<file path="src/rtl/serprog_pkg.sv">
package serprog_pkg;
  parameter int RATIO_W = 15;
  parameter int SWAL_W  = 7;
  parameter int CNT_W   = 11;
  parameter int FLAG_W  = 5;
  parameter int SEL_W   = 2;
  parameter int WORD_W  = SEL_W + RATIO_W + FLAG_W;
  parameter int NLOOP   = 2;

  // Field order follows the word bit positions, highest member = highest bits.
  typedef struct packed {
    logic               mon_sel;
    logic               ld_sel;
    logic               cp_hiz;
    logic               cp_boost;
    logic               pd_pol;
    logic [RATIO_W-1:0] ratio;
  } ref_bank_t;

  typedef struct packed {
    logic              pwr_save;
    logic              mod_sel;
    logic [CNT_W-1:0]  count;
    logic [SWAL_W-1:0] swallow;
  } main_bank_t;
endpackage

</file>
<file path="src/rtl/serprog_pins.sv">
module serprog_pins #(
  parameter int STAGES = 2
) (
  input  logic clk,
  input  logic rst_n,
  input  logic ser_clk,
  input  logic ser_data,
  input  logic ser_le,
  output logic data_s,
  output logic shift_p,
  output logic load_p
);
  localparam int PW = 3;  // bit 0 serial clock, bit 1 data, bit 2 strobe

  logic [STAGES-1:0][PW-1:0] chain;
  logic [1:0]                prev;

  for (genvar g = 0; g < STAGES; g++) begin : g_stage
    always_ff @(posedge clk or negedge rst_n) begin
      if (!rst_n) begin
        chain[g] <= '0;
      end else if (g == 0) begin
        chain[g] <= {ser_le, ser_data, ser_clk};
      end else begin
        chain[g] <= chain[(g == 0) ? 0 : g-1];
      end
    end
  end

  always_ff @(posedge clk or negedge rst_n) begin
    if (!rst_n) prev <= '0;
    else        prev <= {chain[STAGES-1][2], chain[STAGES-1][0]};
  end

  assign data_s  = chain[STAGES-1][1];
  assign shift_p = chain[STAGES-1][0] & ~prev[0];
  assign load_p  = chain[STAGES-1][2] & ~prev[1];

  assert_single_load_R5: assert property (@(posedge clk) disable iff (!rst_n)
    load_p |=> !load_p);
  assert_single_shift_R1: assert property (@(posedge clk) disable iff (!rst_n)
    shift_p |=> !shift_p);
endmodule

</file>
<file path="src/rtl/serprog_shift.sv">
module serprog_shift
  import serprog_pkg::*;
(
  input  logic              clk,
  input  logic              rst_n,
  input  logic              shift_p,
  input  logic              data_s,
  output logic [WORD_W-1:0] word
);
  always_ff @(posedge clk or negedge rst_n) begin
    if (!rst_n)       word <= '0;
    else if (shift_p) word <= {word[WORD_W-2:0], data_s};
  end

  assert_idle_hold_R1: assert property (@(posedge clk) disable iff (!rst_n)
    !shift_p |=> $stable(word));
  assert_bit_entry_R1: assert property (@(posedge clk) disable iff (!rst_n)
    shift_p |=> word[WORD_W-1:1] == $past(word[WORD_W-2:0]));
endmodule

</file>
<file path="src/rtl/serprog_banks.sv">
module serprog_banks
  import serprog_pkg::*;
(
  input  logic                   clk,
  input  logic                   rst_n,
  input  logic                   load_p,
  input  logic [WORD_W-1:0]      word,
  output ref_bank_t  [NLOOP-1:0] ref_q,
  output main_bank_t [NLOOP-1:0] main_q
);
  logic [NLOOP-1:0] wr_ref;
  logic [NLOOP-1:0] wr_main;

  for (genvar l = 0; l < NLOOP; l++) begin : g_loop
    assign wr_ref[l]  = load_p & ~word[0] & (word[1] == 1'(l));
    assign wr_main[l] = load_p &  word[0] & (word[1] == 1'(l));

    always_ff @(posedge clk or negedge rst_n) begin
      if (!rst_n)         ref_q[l] <= '0;
      else if (wr_ref[l]) ref_q[l] <= ref_bank_t'(word[WORD_W-1:SEL_W]);
    end

    always_ff @(posedge clk or negedge rst_n) begin
      if (!rst_n)          main_q[l] <= '0;
      else if (wr_main[l]) main_q[l] <= main_bank_t'(word[WORD_W-1:SEL_W]);
    end

    assert_ref_keep_R6: assert property (@(posedge clk) disable iff (!rst_n)
      !wr_ref[l] |=> $stable(ref_q[l]));
    assert_main_keep_R6: assert property (@(posedge clk) disable iff (!rst_n)
      !wr_main[l] |=> $stable(main_q[l]));
  end

  assert_one_target_R2: assert property (@(posedge clk) disable iff (!rst_n)
    $onehot0({wr_main, wr_ref}));
  assert_load_lands_R2: assert property (@(posedge clk) disable iff (!rst_n)
    load_p |-> $countones({wr_main, wr_ref}) == 1);
endmodule

</file>
<file path="src/rtl/serprog_loader.sv">
module serprog_loader
  import serprog_pkg::*;
#(
  parameter int SYNC_STAGES = 2
) (
  input  logic               clk,
  input  logic               rst_n,
  input  logic               ser_clk,
  input  logic               ser_data,
  input  logic               ser_le,
  output logic [RATIO_W-1:0] ref_ratio_l0,
  output logic               pd_pol_l0,
  output logic               cp_boost_l0,
  output logic               cp_hiz_l0,
  output logic               ld_sel_l0,
  output logic               mon_sel_l0,
  output logic [SWAL_W-1:0]  swallow_l0,
  output logic [CNT_W-1:0]   main_count_l0,
  output logic               mod_sel_l0,
  output logic               pwr_save_l0,
  output logic [RATIO_W-1:0] ref_ratio_l1,
  output logic               pd_pol_l1,
  output logic               cp_boost_l1,
  output logic               cp_hiz_l1,
  output logic               ld_sel_l1,
  output logic               mon_sel_l1,
  output logic [SWAL_W-1:0]  swallow_l1,
  output logic [CNT_W-1:0]   main_count_l1,
  output logic               mod_sel_l1,
  output logic               pwr_save_l1
);
  logic                   data_s, shift_p, load_p;
  logic [WORD_W-1:0]      word;
  ref_bank_t  [NLOOP-1:0] ref_q;
  main_bank_t [NLOOP-1:0] main_q;

  serprog_pins #(.STAGES(SYNC_STAGES)) u_pins (
    .clk(clk), .rst_n(rst_n), .ser_clk(ser_clk), .ser_data(ser_data),
    .ser_le(ser_le), .data_s(data_s), .shift_p(shift_p), .load_p(load_p));

  serprog_shift u_shift (
    .clk(clk), .rst_n(rst_n), .shift_p(shift_p), .data_s(data_s), .word(word));

  serprog_banks u_banks (
    .clk(clk), .rst_n(rst_n), .load_p(load_p), .word(word),
    .ref_q(ref_q), .main_q(main_q));

  assign ref_ratio_l0  = ref_q[0].ratio;
  assign pd_pol_l0     = ref_q[0].pd_pol;
  assign cp_boost_l0   = ref_q[0].cp_boost;
  assign cp_hiz_l0     = ref_q[0].cp_hiz;
  assign ld_sel_l0     = ref_q[0].ld_sel;
  assign mon_sel_l0    = ref_q[0].mon_sel;
  assign swallow_l0    = main_q[0].swallow;
  assign main_count_l0 = main_q[0].count;
  assign mod_sel_l0    = main_q[0].mod_sel;
  assign pwr_save_l0   = main_q[0].pwr_save;
  assign ref_ratio_l1  = ref_q[1].ratio;
  assign pd_pol_l1     = ref_q[1].pd_pol;
  assign cp_boost_l1   = ref_q[1].cp_boost;
  assign cp_hiz_l1     = ref_q[1].cp_hiz;
  assign ld_sel_l1     = ref_q[1].ld_sel;
  assign mon_sel_l1    = ref_q[1].mon_sel;
  assign swallow_l1    = main_q[1].swallow;
  assign main_count_l1 = main_q[1].count;
  assign mod_sel_l1    = main_q[1].mod_sel;
  assign pwr_save_l1   = main_q[1].pwr_save;

  // Load and shift in one cycle: the bank takes the pre-shift word.
  assert_preshift_capture_R8: assert property (@(posedge clk) disable iff (!rst_n)
    (load_p && shift_p && !word[0] && word[1])
      |=> ref_q[1] == ref_bank_t'($past(word[WORD_W-1:SEL_W])));
endmodule

</file>
<file path="config.mk">
export PLATFORM = sky130hd
export DESIGN_NAME = serprog_loader
export DESIGN_NICKNAME = d
export VERILOG_FILES = /design/src/rtl/serprog_pkg.sv /design/src/rtl/serprog_pins.sv /design/src/rtl/serprog_shift.sv /design/src/rtl/serprog_banks.sv /design/src/rtl/serprog_loader.sv
export SDC_FILE = /design/constraint.sdc
export NUM_CORES = 1
export LEC_CHECK = 0
export BUFFER_PORTS_ARGS = -buffer_cell sky130_fd_sc_hd__buf_2
export CAP_MARGIN = 5
export CORE_MARGIN = 2
export CORE_UTILIZATION = 57
export CTS_BUF_LIST = sky130_fd_sc_hd__clkbuf_8
export CTS_CLUSTER_SIZE = 30
export DETAILED_ROUTE_END_ITERATION = 16
export PLACE_DENSITY = 0.82
export RECOVER_POWER = 100
export SLEW_MARGIN = 15
export SYNTH_ARGS = -nofsm -noshare
export SYNTH_HDL_FRONTEND = slang
export SYNTH_SLANG_ARGS = --single-unit
</file>
<file path="constraint.sdc">
create_clock -name clk -period 1.7 [get_ports clk]
set_clock_uncertainty 0.15 [all_clocks]
set_input_delay 0.17 -clock clk [delete_from_list [all_inputs] [get_ports clk]]
set_output_delay 0.17 -clock clk [all_outputs]
set_load 0.005 [all_outputs]
</file>
==> reports/results.tsv <==
metric	value	unit
outcome	finished clean	
drtPass1Iterations	4	
synth_top_cell_by_area	dfrtp_1	
port_buffers	84	
clk_pin_slew_worst_paths	0.09	ns
remaining_drc_errors	0	
start_util	0.594	
die-area	8310	sq um
avgSynthCellArea	19.1	sq um
yosysSeqAreaShare	0.635	
maxUsedRoutingLayer	met4	
total_power	6.89	mW
n_antenna_cell	0	
p_switching	2.02	mW
slowest_stage	dfrtp_1	
slew_viol_final	0	
grt_max_degree	34	
cap_viol_max_count	0	
cp.required	1.79	ns
antenna_found_initial	0	
layout-drive-gt1-share	0.488	
synth_top_family_by_area	multiplexers	
wl_per_cell	17.9	um
worstPathArrival	1.74	ns
cts_tree	built	
grt_pass1_vias	2444	
hold_viol_final	0	
synthDominantCellAreaShare	0.635	
syn-cell-area	4330	sq um
layout.area.seq	2750	sq um
dieWidth	91.2	um
vias	2248	
synth_cells	227	
drt-met1-wl	3580	um
drt_wl_total	7800	um
critPathBufInv	1	
cts_buffer_depth	2	
ys_warn_count	0	
drtIter0Drc	40	
ant_nets	0	
internal_power	4.88	mW
ys_seq_elements	110	
endpoint_kind	flop	
synth-compound-area-share	0	
setup_tns	0	ns
power.leakage	2.55	nW
synth_area_leaders	dfrtp_1 64%, mux2_4 21%, mux2_2 11%	
relSlewSlack	0.446	
synth_xor_area_frac	0	
area_delta_synth_final	14.8	%
syn_nets	232	
fin_nets	336	
rsz0062_at_grt	false	
overflow	0	
route.met3.wl	200	um
path_cells	and4bb_1 -> buf_12 -> mux2_1	
muxShareOfSynthArea	0.317	
power_frac_seq	0.565	
p_clk_frac	0.211	
core	7290	sq um
die_h	91.2	um
num_rows	31	
cellPowerDensity	1390	nW/um^2
finalCriticalPeriod	1.65	ns
min_period_over_period	0.970	
routabilityCongestion	0.752	
numCtsBuffers	9	
nFillCells	568	
grt_pass1_wl	13400	um
hpwl	5490	um
pwr-share-comb	0.225	
clock-root-buffer	clkbuf_8	
finalSetupViolCount	0	
max_slew.worst_pin.slew	0.831	ns
insertion_delay	0.36	ns
cts_max_level	3	
cp_slowest_stage_delay	0.46	ns
synth_fa_ha_area_frac	0	
viasPerCell	5.17	
hold_class	reg2reg	
switching_share	0.292	
ir_drop	794	uV
worstSetupPathType	reg2reg	
ios	85	
max_freq	0.606	GHz
synthSimpleGateAreaFrac	0.0165	
routed-wl-met2	3920	um
ys_types	11	
multiInputGateArea	1350	sq um
crit_family	flip-flops	
globalRouteTotalUtil	0.206	
worstPathMaxFanout	9	
crit_path_start_kind	flop	
clock-sinks	110	
cts_setup_buffers	0	
power groups by stage:
stage / clock (mW) / sequential [mW] / combinational (mW)
after CTS: 1.49 / 3.91 / 1.81
after detailed placement: 0 / 3.95 / 1.80
after global placement: 0 / 3.92 / 1.74
final: 1.45 / 3.89 / 1.55
after floorplan: 0 / 3.85 / 1.02
after global routing: 1.62 / 4.00 / 1.69
through the flow:
step / instance area, sq um / setup WS, ns / hold slack, ns / util / cells
2_1_floorplan: 4330 / 0.183 / -0.276 / - / 227
3_3_place_gp: 4930 / 0.132 / 0.000414 / 0.677 / 415
3_5_place_dp: 4930 / 0.0633 / 0.00243 / 0.677 / 415
4_1_cts: 5160 / 0.0472 / 0.140 / 0.707 / 435
5_1_grt: 4970 / 0.0152 / 0.215 / 0.682 / 435
6_report: 4970 / 0.0508 / 0.205 / 0.682 / 435
path summary, 6_finish.rpt:
check	slack, ns	start	cells past startpoint	endpoint
max	0.05	u_shift.word[0]	3	u_banks.ref_q[33]
min	0.21	u_pins.chain[1]	0	u_pins.data_s
max reg2reg	0.05	u_shift.word[0]	3	u_banks.ref_q[33]
min reg2reg	0.21	u_pins.chain[1]	0	u_pins.data_s
max in group asynchronous	0.23	rst_n	3	u_shift.word[21]
min in group asynchronous	0.30	rst_n	2	u_banks.main_q[23]
routing by layer:
metal / up-vias / track usage
met5: - / 0
met4: 0 / 0.0783
met3: 9 / 0.0307
met2: 58 / 0.319
met1: 1175 / 0.300
li1: 1006 / -
cell families (layout without fill, tap and decap cells):
kind of cell / count (synthesis) / count (layout)
buffers and inverters: 10 / 119
DFF: 110 / 110
muxes: 102 / 102
and+or+nand+nor: 5 / 5
cell usage after synthesis, drive strengths merged:
master and number:
buf 10, nor2b 1, nor4b 1, dfrtp 110
and4bb 2, nand4b 1, mux2 102
state kept, by name, summed over array words and instances, names as in the netlist:
register and flops:
u_banks.main_q 40, u_banks.ref_q 40, u_pins.chain 5, u_pins.data_s 1, u_pins.prev 2, u_shift.word 22
what timing repair did:
| action | CTS | global route |
|---|---|---|
| resized for setup | 0 | 2 |
| hold endpoints to repair | 90 | 0 |
| hold buffers | 4 | 0 |
| setup endpoints to repair | 0 | 12 |
placed cells by master, fill, tap and decap left out:
cell,n
and4bb_1,1
and4bb_4,1
buf_12,3
buf_2,56
buf_4,4
buf_6,2
clkbuf_1,30
clkbuf_2,4
clkbuf_8,10
clkinv_2,2
clkinv_4,1
clkinvlp_4,1
dfrtp_1,110
dlygate4sd3_1,4
inv_6,2
mux2_1,25
mux2_2,41
mux2_4,36
nand4b_1,1
nor2b_1,1
nor4b_4,1
final cells by class:
type,instances,area share
tap,99,0.0249
clock inverter,6,0.00880
clock buffer,10,0.0277
multi-input combinational,107,0.272
sequential,110,0.553
timing repair buffer,103,0.114
No activity file was read; power rests on OpenSTA's default activity.
